## config.mk

```make
export PLATFORM = sky130hd
export DESIGN_NAME = scl_clk_gen
export DESIGN_NICKNAME = d
export VERILOG_FILES = /design/src/rtl/scl_gen_pkg.sv /design/src/rtl/scl_mode_latch.sv /design/src/rtl/scl_timing_sel.sv /design/src/rtl/scl_phase_fsm.sv /design/src/rtl/scl_clk_gen.sv
export SDC_FILE = /design/constraint.sdc
export NUM_CORES = 1
export LEC_CHECK = 0
export BUFFER_PORTS_ARGS = -buffer_cell sky130_fd_sc_hd__buf_2
export CELL_PAD_IN_SITES_DETAIL_PLACEMENT = 1
export CELL_PAD_IN_SITES_GLOBAL_PLACEMENT = 2
export CORE_MARGIN = 2
export CORE_UTILIZATION = 31
export DETAILED_ROUTE_END_ITERATION = 10
export PLACE_DENSITY = 0.84
export SLEW_MARGIN = 20
export SYNTH_ARGS = -nofsm -noshare
export SYNTH_HDL_FRONTEND = slang
export SYNTH_SLANG_ARGS = --single-unit
export TNS_END_PERCENT = 1
```

## constraint.sdc

```tcl
create_clock -name clk -period 1.63 [get_ports clk]
set_input_delay 0 -clock clk [delete_from_list [all_inputs] [get_ports clk]]
set_output_delay 0 -clock clk [all_outputs]
set_load 0.05 [all_outputs]
```

## src/rtl/scl_gen_pkg.sv

```systemverilog
package scl_gen_pkg;
  typedef enum logic [1:0] {
    PH_IDLE = 2'd0,
    PH_LOW  = 2'd1,
    PH_RISE = 2'd2,
    PH_HIGH = 2'd3
  } scl_phase_e;
endpackage

```

## src/rtl/scl_mode_latch.sv

```systemverilog
module scl_mode_latch #(
  parameter bit FAST_OK = 1'b1
) (
  input  logic clk,
  input  logic rst_n,
  input  logic enable_i,
  input  logic fast_req_i,
  output logic fast_q
);
  always_ff @(posedge clk or negedge rst_n) begin
    if (!rst_n)          fast_q <= 1'b0;
    else if (!enable_i)  fast_q <= fast_req_i & FAST_OK;
  end

  AST_MODE_FROZEN: assert property (@(posedge clk) disable iff (!rst_n)
    enable_i && $past(enable_i) |-> $stable(fast_q));
endmodule

```

## src/rtl/scl_timing_sel.sv

```systemverilog
module scl_timing_sel #(
  parameter int SYS_CLK_HZ = 8_000_000,
  parameter int CW         = 8
) (
  input  logic          fast_i,
  output logic [CW-1:0] low_len_o,
  output logic [CW-1:0] high_len_o,
  output logic [CW-1:0] rise_lim_o
);
  localparam int MHZ       = SYS_CLK_HZ / 1_000_000;
  localparam int STD_HALF  = SYS_CLK_HZ / 200_000;
  localparam int STD_RISE  = MHZ + 1;
  localparam int FAST_UNIT = SYS_CLK_HZ / 1_200_000;
  localparam int FAST_RISE = (300 * MHZ) / 1000 + 1;

  generate
    if (MHZ >= 4) begin : g_two_speed
      always_comb begin
        if (fast_i) begin
          low_len_o  = CW'(2 * FAST_UNIT);
          high_len_o = CW'(FAST_UNIT);
          rise_lim_o = CW'(FAST_RISE);
        end else begin
          low_len_o  = CW'(STD_HALF);
          high_len_o = CW'(STD_HALF);
          rise_lim_o = CW'(STD_RISE);
        end
      end
    end else begin : g_std_only
      always_comb begin
        low_len_o  = CW'(STD_HALF);
        high_len_o = CW'(STD_HALF);
        rise_lim_o = CW'(STD_RISE);
      end
    end
  endgenerate
endmodule

```

## src/rtl/scl_phase_fsm.sv

```systemverilog
module scl_phase_fsm
  import scl_gen_pkg::*;
#(
  parameter int CW = 8
) (
  input  logic          clk,
  input  logic          rst_n,
  input  logic          enable_i,
  input  logic          scl_sense_i,
  input  logic [CW-1:0] low_len_i,
  input  logic [CW-1:0] high_len_i,
  input  logic [CW-1:0] rise_lim_i,
  output logic          pull_o,
  output logic          shift_stb_o,
  output logic          sample_stb_o,
  output logic          timeout_o
);
  scl_phase_e     ph_q;
  logic [CW-1:0]  cnt_q;
  logic           tmo_q;
  logic [CW-1:0]  mid_idx;

  assign mid_idx = high_len_i >> 1;

  always_ff @(posedge clk or negedge rst_n) begin
    if (!rst_n) begin
      ph_q  <= PH_IDLE;
      cnt_q <= '0;
      tmo_q <= 1'b0;
    end else if (!enable_i) begin
      ph_q  <= PH_IDLE;
      cnt_q <= '0;
      tmo_q <= 1'b0;
    end else begin
      unique case (ph_q)
        PH_IDLE: begin
          ph_q  <= PH_LOW;
          cnt_q <= '0;
        end
        PH_LOW: begin
          if (cnt_q == low_len_i - CW'(1)) begin
            ph_q  <= PH_RISE;
            cnt_q <= '0;
          end else begin
            cnt_q <= cnt_q + CW'(1);
          end
        end
        PH_RISE: begin
          if (scl_sense_i) begin
            ph_q  <= PH_HIGH;
            cnt_q <= '0;
          end else begin
            if (cnt_q == rise_lim_i) tmo_q <= 1'b1;
            if (cnt_q != rise_lim_i) cnt_q <= cnt_q + CW'(1);
          end
        end
        PH_HIGH: begin
          if (cnt_q == high_len_i - CW'(1)) begin
            ph_q  <= PH_LOW;
            cnt_q <= '0;
          end else begin
            cnt_q <= cnt_q + CW'(1);
          end
        end
        default: ph_q <= PH_IDLE;
      endcase
    end
  end

  assign pull_o       = (ph_q == PH_LOW);
  assign shift_stb_o  = (ph_q == PH_LOW) && (cnt_q == '0);
  assign sample_stb_o = (ph_q == PH_HIGH) && (cnt_q == mid_idx);
  assign timeout_o    = tmo_q;

  AST_STROBE_EXCL: assert property (@(posedge clk) disable iff (!rst_n)
    !(shift_stb_o && sample_stb_o));
  AST_SHIFT_IN_LOW: assert property (@(posedge clk) disable iff (!rst_n)
    shift_stb_o |-> pull_o);
  AST_SAMPLE_LINE_HIGH: assert property (@(posedge clk) disable iff (!rst_n)
    sample_stb_o |-> !pull_o);
  AST_RELEASE_ON_OFF: assert property (@(posedge clk) disable iff (!rst_n)
    !enable_i |=> !pull_o && !timeout_o);
  AST_TIMEOUT_STICKY: assert property (@(posedge clk) disable iff (!rst_n)
    timeout_o && enable_i |=> timeout_o);
endmodule

```

## src/rtl/scl_clk_gen.sv

```systemverilog
module scl_clk_gen #(
  parameter int SYS_CLK_HZ = 8_000_000
) (
  input  logic clk,
  input  logic rst_n,
  input  logic enable_i,
  input  logic fast_req_i,
  input  logic scl_sense_i,
  output logic scl_pull_o,
  output logic shift_stb_o,
  output logic sample_stb_o,
  output logic stretch_timeout_o,
  output logic fast_mode_o
);
  localparam int MHZ     = SYS_CLK_HZ / 1_000_000;
  localparam bit FAST_OK = (MHZ >= 4);
  localparam int MAXCNT  = SYS_CLK_HZ / 200_000 + MHZ + 2;
  localparam int CW      = $clog2(MAXCNT + 1);

  logic          fast_q;
  logic [CW-1:0] low_len, high_len, rise_lim;

  scl_mode_latch #(.FAST_OK(FAST_OK)) u_mode (
    .clk(clk), .rst_n(rst_n), .enable_i(enable_i),
    .fast_req_i(fast_req_i), .fast_q(fast_q)
  );

  scl_timing_sel #(.SYS_CLK_HZ(SYS_CLK_HZ), .CW(CW)) u_sel (
    .fast_i(fast_q), .low_len_o(low_len), .high_len_o(high_len),
    .rise_lim_o(rise_lim)
  );

  scl_phase_fsm #(.CW(CW)) u_fsm (
    .clk(clk), .rst_n(rst_n), .enable_i(enable_i), .scl_sense_i(scl_sense_i),
    .low_len_i(low_len), .high_len_i(high_len), .rise_lim_i(rise_lim),
    .pull_o(scl_pull_o), .shift_stb_o(shift_stb_o),
    .sample_stb_o(sample_stb_o), .timeout_o(stretch_timeout_o)
  );

  assign fast_mode_o = fast_q;

  AST_NO_FAST_SLOWCLK: assert property (@(posedge clk) disable iff (!rst_n)
    !FAST_OK |-> !fast_mode_o);
endmodule

```

==> run metrics, run 1 <==
#FFs+latches synth=10; Core Rows=17; most numerous cell in the Yosys netlist=dfrtp_1; Longest Clk Path Bufs=2; final core occ=47.3%; ys flop type=dfrtp_1; Hold Crit Depth=3; vias per inst=5.14; Worst EP arrival=1800 ps; share of Yosys cell area claimed by the top area cell type=33.5%; number of max-cap violations=0; Inserted Clock Buffers=3; number of flops mapped to enable cells by yosys=0; post-route cell area=1070 um^2; worst reg2reg path depth=5; Cell Chain, Critical Path=buf_4 -> nor4b_2 -> o211ai_1 -> buf_4 -> o22ai_1; die extent in x=53.1 um; Worst Path Required=1820 ps; fin nets=122; CP peak stage delay=440 ps; vias in the first global route=681; Hold Crit Class=in2reg; Critical-path top delay cell=dfrtp_2; post-synth top area cell=dfrtp_1; I/O pin cnt=10; Fmax=619 MHz; # DRC=0; Antenna Nets Post-Route=0; Routability Congestion=0.801; final WL=2380 um; CTS tree=yes; Synth cell types=34; top area cells in the synthesized netlist=dfrtp_1 (34%), ha_1 (10%), a221oi_4 (3.5%); # clock sinks=10; first-pass GRT wire length=3240 um; Skew-Pair Late Insertion Delay=280 ps; Via Count=709; Initial Util=33.1%; layout cells sized above 1=49.1%; critical path class=reg2reg; worst vdd ir=0.933 mV; critical path launch point type=register; cells after synthesis=76; Yosys warnings=0; Hold Vio Cnt, Final=0; Initial DRT Pass Iterations=4; chip height=53.1 um; Slew headroom=72.0%; Syn Std Cell Area=747 um^2; final-report max-slew violation count=0; Fillers=292; unrepaired setup endpoints after global routing=true; Setup TNS=0 ps; CTS Root Cell=clkbuf_4; GRT overflow=0; ys async rst share=100%; Total GRT Usage=16.5%; commonest cells in the synthesized netlist=dfrtp_1 (10), ha_1 (6), inv_1 (6), nand2_1 (6), nor2_1 (4); antenna fix cells=0; Setup Viol. Count Final=0; Post-DP Area=873 um^2; Buffers on Ports=9; Worst Max-Slew Pin Slew=417 ps; die area=2820 um^2; initial antenna violation count=0; Area growth syn-to-layout=42.9%; WL/cell=17.3 um; Tcrit/Tclk final=99.2%; Final Skew=0.424 ps; crit path max fanout=5; clk slew on worst S/H paths=70 ps; status=finished, final reports clean; largest net degree at the start of global routing=11; Net Count, Synth=87; Period minus WS final=1620 ps; part of the Yosys area used for sequential elements=33.5%; Final HPWL DP=1530 um; pwr dens=1170 nW/um^2; Core ar.=2250 um^2; Leak=0.501 nW; DR iter-0 viols=3; Avg Inst Size Synth=9.83 um^2; Critical Path End Type=register; critical path's most frequent cell=buf_4; H-tree levels=1
## metrics by stage
| stage | hold WS (ps) | setup slack (ps) | instances | total power [mW] |
|---|---|---|---|---|
| 6_report | 65.0 | 13.4 | 138 | 1.25 |
| 5_1_grt | 72.5 | -101 | 138 | 1.32 |
| 3_3_place_gp | -130 | 14.7 | 118 | 0.912 |
| 3_5_place_dp | -124 | -8.98 | 118 | 0.939 |
| 4_1_cts | 65.7 | 9.12 | 124 | 1.17 |
| 2_1_floorplan | -296 | 36.9 | 76 | 0.702 |
## layer usage
layer	global-route usage [%]	wire length (um)
met5	0	0
met4	10.3	55
met3	2.54	60
met2	28.3	1300
met1	18.8	966
## path summary, 6_finish.rpt
check                                   to       startpoint  slack, ps
setup reg to reg            u_fsm.cnt_q[0]   u_fsm.cnt_q[4]         10
setup / recovery            u_fsm.cnt_q[0]   u_fsm.cnt_q[4]         10
max in group asynchronous   u_fsm.cnt_q[5]            rst_n       1320
min in group asynchronous    u_mode.fast_q            rst_n        110
hold reg to reg            u_fsm.timeout_o  u_fsm.timeout_o        520
hold / removal               u_fsm.ph_q[0]         enable_i         70
## critical path, delay by kind of cell, from the launching register on
family | cells | cell delay (ps)
AO/OA/AOI/OAI | 2 | 420
buffers and inverters | 2 | 360
flip-flops | 1 | 440
AND/OR/NAND/NOR | 1 | 310
## final cells by class
| class | instances | area [um^2] | share of cell area [%] |
|---|---|---|---|
| multi-input combinational | 56 | 455 | 42.7 |
| inverter | 6 | 22.5 | 2.11 |
| timing repair buffer | 34 | 259 | 24.3 |
| sequential | 10 | 259 | 24.3 |
| tap | 28 | 35.0 | 3.28 |
| clock buffer | 4 | 36.3 | 3.40 |
## sequential cells by signal, indices dropped and copies added, names as in the netlist
name / flops
u_fsm.cnt_q: 6
u_fsm.ph_q: 2
u_fsm.timeout_o: 1
u_mode.fast_q: 1
## report_power, final
part | leakage [nW] | switching (mW) | total, mW | internal (mW)
Combinational | 0.356 | 0.373 | 0.695 | 0.321
Sequential | 0.124 | 0.0436 | 0.326 | 0.282
Clock | 0.0210 | 0.0974 | 0.233 | 0.136
Total | 0.501 | 0.514 | 1.25 | 0.739
## cell usage in the layout, fill, tap and decap left out, drive strengths merged, types with 2 or more instances in the layout
cell type / count
and2b: 2
buf: 32
and3b: 2
o21ai: 3
clkbuf: 4
a21oi: 2
nor2: 4
mux2i: 2
nand3: 3
xnor2: 2
dlygate4sd3: 2
inv: 6
nand4: 3
nor3: 3
ha: 6
nand2: 6
and4bb: 3
xor2: 2
dfrtp: 10
nor3b: 2
## kinds of logic (layout without fill, tap and decap cells)
kind of cell | count (synthesis) | count (layout) | share of synthesized area, %
muxes | 3 | 3 | 4.19
xor gates and xnor gates | 4 | 4 | 4.69
buffers and inverters | 10 | 44 | 7.70
DFF | 10 | 10 | 33.5
adders and majority gates | 6 | 6 | 10.0
and+or+nand+nor | 34 | 34 | 29.5
AOI/OAI and AO/OA | 9 | 9 | 10.4
## what timing repair did
item | in CTS | in global routing
gates resized for setup | 1 | 16
hold endpoints to repair | 11 | 0
endpoints found under the setup margin | 3 | 10
hold buffers | 2 | 0
pin swaps | 1 | 5
buffers inserted | 0 | 14
Power figures use the tool's default switching activity.
==> run 2: changes to the inputs <==
--- a/config.mk
+++ b/config.mk
@@ -13,3 +13,3 @@
 export DETAILED_ROUTE_END_ITERATION = 10
-export PLACE_DENSITY = 0.84
+export PLACE_DENSITY = 0.74
 export SLEW_MARGIN = 20
==> constraint.sdc (replaced) <==
create_clock -name clk -period 1.63 [get_ports clk]
set_input_delay 0.326 -clock clk [delete_from_list [all_inputs] [get_ports clk]]
set_output_delay 0.326 -clock clk [all_outputs]
set_load 0.05 [all_outputs]
==> run 2 against run 1 <==
  * The flow now finishes with violations (setup timing)
  * Total power decreased by 2.3%
  * Worst hold slack improved by 230 ps
  * Cell area decreased by 2.3%
  * Sequential power up 2%
  * Clock skew barely moved
  * Cell count shrank 4.3%
  * Critical path type is now reg2out
  * Critical endpoint is now shift_stb_o
  * Largest cell class unchanged
  * Highest routed layer unchanged
==> run metrics, run 2 (synthesized netlist as in run 1, its figures left out) <==
Inserted Clock Buffers=3; Core ar.=2250 um^2; reg2reg start=u_fsm.cnt_q[1]; Hold Crit Class=in2reg; Hold EP=u_mode.fast_q; # DRC=0; Worst Path Required=1300 ps; Period minus WS final=1720 ps; CP startpoint=u_fsm.cnt_q[0]; final-report max-slew violation count=0; DR iter-0 viols=8; failing checks=setup timing; Hold Crit Depth=2; largest net degree at the start of global routing=11; Skew-Pair Late Insertion Delay=260 ps; most frequent cells in the layout=buf_4 (13), buf_2 (7), dfrtp_1 (7); Leak=0.479 nW; Setup WS post-layout=-92.0 ps; vias per inst=4.98; chip height=53.1 um; Fmax=581 MHz; most common cell after layout, fill and taps aside=buf_4; crit path max fanout=4; Worst Max-Slew Pin Slew=378 ps; Initial Util=33.1%; pwr dens=1170 nW/um^2; CTS Root Cell=clkbuf_4; first-pass GRT wire length=3280 um; # clock sinks=10; WL/cell=15.0 um; Top Registers=u_fsm.cnt_q: 6 flops, u_fsm.ph_q: 2 flops; worst vdd ir=0.835 mV; critical path class=reg2out; Largest register FFs=6; die extent in x=53.1 um; layout cells sized above 1=45.2%; clk slew on worst S/H paths=60 ps; Slew headroom=74.5%; Critical Path End Type=primary output; vias in the first global route=692; Worst EP arrival=1400 ps; initial antenna violation count=0; antenna fix cells=0; Fillers=287; Core Rows=17; Final Skew=0.380 ps; critical path launch point type=register; Routability Congestion=0.784; R2R setup slack=-40 ps; final core occ=46.2%; number of max-cap violations=0; H-tree levels=1; die area=2820 um^2; Final Non-Filler Cells=132; Antenna Nets Post-Route=0; Longest Clk Path Bufs=2; CTS tree=yes; Cells after DPL=119; Initial DRT Pass Iterations=4; fin nets=116; R2R Path End=u_fsm.cnt_q[0]; Largest Register=u_fsm.cnt_q; Buffers on Ports=9; final WL=1980 um; Final HPWL DP=1390 um; Total GRT Usage=16.8%; GRT overflow=0; Tcrit/Tclk final=106%; critical hold path startpoint=fast_req_i; Area growth syn-to-layout=39.5%; Total Power=1.22 mW; unrepaired setup endpoints after global routing=true; worst reg2reg path depth=6; I/O pin cnt=10; Setup Viol. Count Final=7; status=finished, violations left; Via Count=657; Hold Vio Cnt, Final=0
-- run 2: per-stage QoR --
step           setup slack, ps  area, um^2  hold WS, ps  TNS [ps]
6_report                 -92.0        1040          294      -264
2_1_floorplan           -0.316         756         30.4    -0.316
4_1_cts                  -77.2        1030          284      -166
3_5_place_dp             -32.8         876          198     -67.0
5_1_grt                   -185        1040          289     -1150
3_3_place_gp              28.4         876          199         0
-- run 2: worst max path at each step --
stage | to | slack, ps
after global routing | sample_stb_o | -190
after CTS | sample_stb_o | -80
after floorplan | shift_stb_o | -0.3
final | shift_stb_o | -90
after detailed placement | sample_stb_o | -30
after global placement | u_fsm.ph_q[1] | 30
-- run 2: layout make-up --
class	count	area (um^2)	area share (%)
Multi-Input combinational cell	56	469	45.0
Sequential cell	10	254	24.4
Timing Repair Buffer	28	225	21.6
Clock buffer	4	36.3	3.48
Tap cell	28	35.0	3.36
Inverter	6	22.5	2.16
-- run 2: repair_timing --
item,CTS,global route
hold buffers,1,0
gates resized for setup,16,2
endpoints found under the setup margin,6,11
endpoints found under the hold margin,10,0
pin swaps,8,2
buffers inserted,8,0
-- run 2: power breakdown --
group | switching (mW) | leakage, nW | internal, mW | total (mW)
logic | 0.346 | 0.327 | 0.328 | 0.674
clock network | 0.0828 | 0.0210 | 0.135 | 0.218
registers | 0.0486 | 0.131 | 0.283 | 0.332
total | 0.478 | 0.479 | 0.747 | 1.22
-- run 2: metal layers --
layer / share of wire, % / global-route usage (%) / up-vias
li1: - / - / 327
met1: 45 / 20.7 / 312
met2: 51 / 28.7 / 16
met3: 2.8 / 1.69 / 2
met4: 1.4 / 8.97 / 0
met5: 0 / 0 / -
-- run 2: worst max-delay path: stages, from the launching register on --
cell,delay [ps]
dfrtp_1,420
buf_4,160
inv_1,70
ha_1,140
and4_4,200
buf_8,140
==> run 3: changes to the inputs <==
CORE_MARGIN = not set   (was 2)
==> run 3 against run 2 <==
  * The run still ends with setup timing left
  * Combinational power increased by 8.8%
  * Worst hold slack worse by 16 ps
  * Global-route usage rose by 0.26 points
  * Maximum frequency is 2.5% higher
  * Sequential power increased by 1%
  * Highest routed layer unchanged
  * Clock skew is essentially flat
  * Sequential share of layout area is 0.39 points lower
  * Largest cell class unchanged
==> run metrics, run 3 (synthesized netlist as in run 1, its figures left out) <==
Cell Chain, Critical Path=inv_1 -> ha_4 -> and4_4 -> buf_8; GRT overflow=0; Core Rows=17; Leak=0.468 nW; Area growth syn-to-layout=43.2%; Inserted Clock Buffers=3; Buffers on Ports=9; CTS tree=yes; vias in the first global route=667; Worst Path Required=1300 ps; Largest Register=u_fsm.cnt_q; Slew headroom=70.4%; Worst Max-Slew Pin Slew=441 ps; Antenna Nets Post-Route=0; Period minus WS final=1680 ps; largest net degree at the start of global routing=11; Hold Vio Cnt, Final=0; Initial Util=33.4%; die area=2610 um^2; H-tree levels=1; CP peak stage delay=460 ps; Final Skew=0.354 ps; most frequent cells in the layout=buf_4 (10), buf_6 (8), nand2_1 (6), buf_2 (6); antenna fix cells=0; chip height=51.1 um; Setup Viol. Count Final=2; Via Count=680; Initial DRT Pass Iterations=4; Worst EP arrival=1350 ps; number of max-cap violations=0; Critical-path top delay cell=dfrtp_2; Fmax=595 MHz; final WL=1960 um; clk slew on worst S/H paths=70 ps; pwr dens=1220 nW/um^2; DR iter-0 viols=3; WL/cell=15.1 um; Final HPWL DP=1390 um; Skew-Pair Late Insertion Delay=270 ps; worst vdd ir=0.703 mV; Core ar.=2230 um^2; Largest register FFs=6; # DRC=0; Tcrit/Tclk final=103%; Longest Clk Path Bufs=2; fin nets=114; final-report max-slew violation count=0; Hold Crit Class=in2reg; Crit path max-delay family=flip-flops; I/O pin cnt=10; vias per inst=5.23; most common cell after layout, fill and taps aside=buf_4; # clock sinks=10; Setup TNS=-90.7 ps; CTS Root Cell=clkbuf_4; Critical Path End Type=primary output; layout cells sized above 1=51.0%; status=finished, violations left; Total GRT Usage=17.1%; critical path class=reg2out; Fillers=265; Setup WS post-layout=-49.9 ps; crit path max fanout=7; failing checks=setup timing; unrepaired setup endpoints after global routing=true; critical path launch point type=register; first-pass GRT wire length=3190 um; die extent in x=51.1 um; initial antenna violation count=0; Routability Congestion=0.683; Worst Path Buf+Inv=2; Setup WS pre-CTS=2.85 ps; Top Registers=u_fsm.cnt_q: 6 flops, u_fsm.ph_q: 2 flops
## run 3: changes by cell type in the layout (fill, tap and decap cells not counted), sizes merged
cell / previous run / this run
buf: 27 / 25
## run 3: worst paths after layout
path	from	end	slack, ps	cells after the start
worst max-delay path	u_fsm.cnt_q[0]	shift_stb_o	-50	4
worst min register to register	u_fsm.timeout_o	u_fsm.timeout_o	520	2
min in group asynchronous	rst_n	u_fsm.cnt_q[0]	440	2
worst max register to register	u_mode.fast_q	u_fsm.ph_q[0]	30	6
worst min-delay path	fast_req_i	u_mode.fast_q	280	2
max in group asynchronous	rst_n	u_fsm.cnt_q[1]	970	2
## run 3: per-layer routing
layer / track usage [%] / up-vias / part of all wire [%]
li1: - / 325 / -
met3: 2.68 / 5 / 2.3
met1: 22.7 / 339 / 48
met4: 6.94 / 0 / 1.8
met2: 27.4 / 11 / 48
met5: 0 / - / 0
## run 3: per-stage QoR
step	utilization (%)	cells	power (mW)	area [um^2]	hold WS (ps)
floorplan	-	76	0.713	756	30.4
global placement	39.9	121	0.905	891	203
detailed placement	39.9	121	0.920	891	206
CTS	45.4	130	1.28	1010	281
global route	47.9	130	1.38	1070	283
finish	47.9	130	1.30	1070	278
## run 3: timing repair
| action | CTS | global route |
|---|---|---|
| setup endpoints to repair | 5 | 12 |
| resized for setup | 16 | 15 |
| pin swaps | 3 | 7 |
| buffers inserted | 4 | 0 |
| hold buffers | 1 | 0 |
| hold endpoints to repair | 10 | 0 |
## run 3: area by class of cell
class | count | area (um^2) | share of cell area, %
clock buffers | 4 | 36.3 | 3.39
inverters | 6 | 25.0 | 2.34
multi-input cells | 56 | 497 | 46.4
flip-flops and latches | 10 | 256 | 24.0
well taps | 28 | 35.0 | 3.27
repair buffers | 26 | 220 | 20.6
## run 3: report_power, final
group          leakage, nW  internal, mW  switching, mW
combinational        0.319         0.366          0.367
sequential           0.128         0.284         0.0517
clock               0.0210         0.136         0.0992
total                0.468         0.787          0.518
## run 3: worst reg2reg max path, delay by kind of cell (launching register included)
kind	cells	cell delay (ps)
buffers and inverters	2	310
AO/OA/AOI/OAI	2	370
flip-flops	1	430
AND/OR/NAND/NOR	1	260
multiplexers	1	170
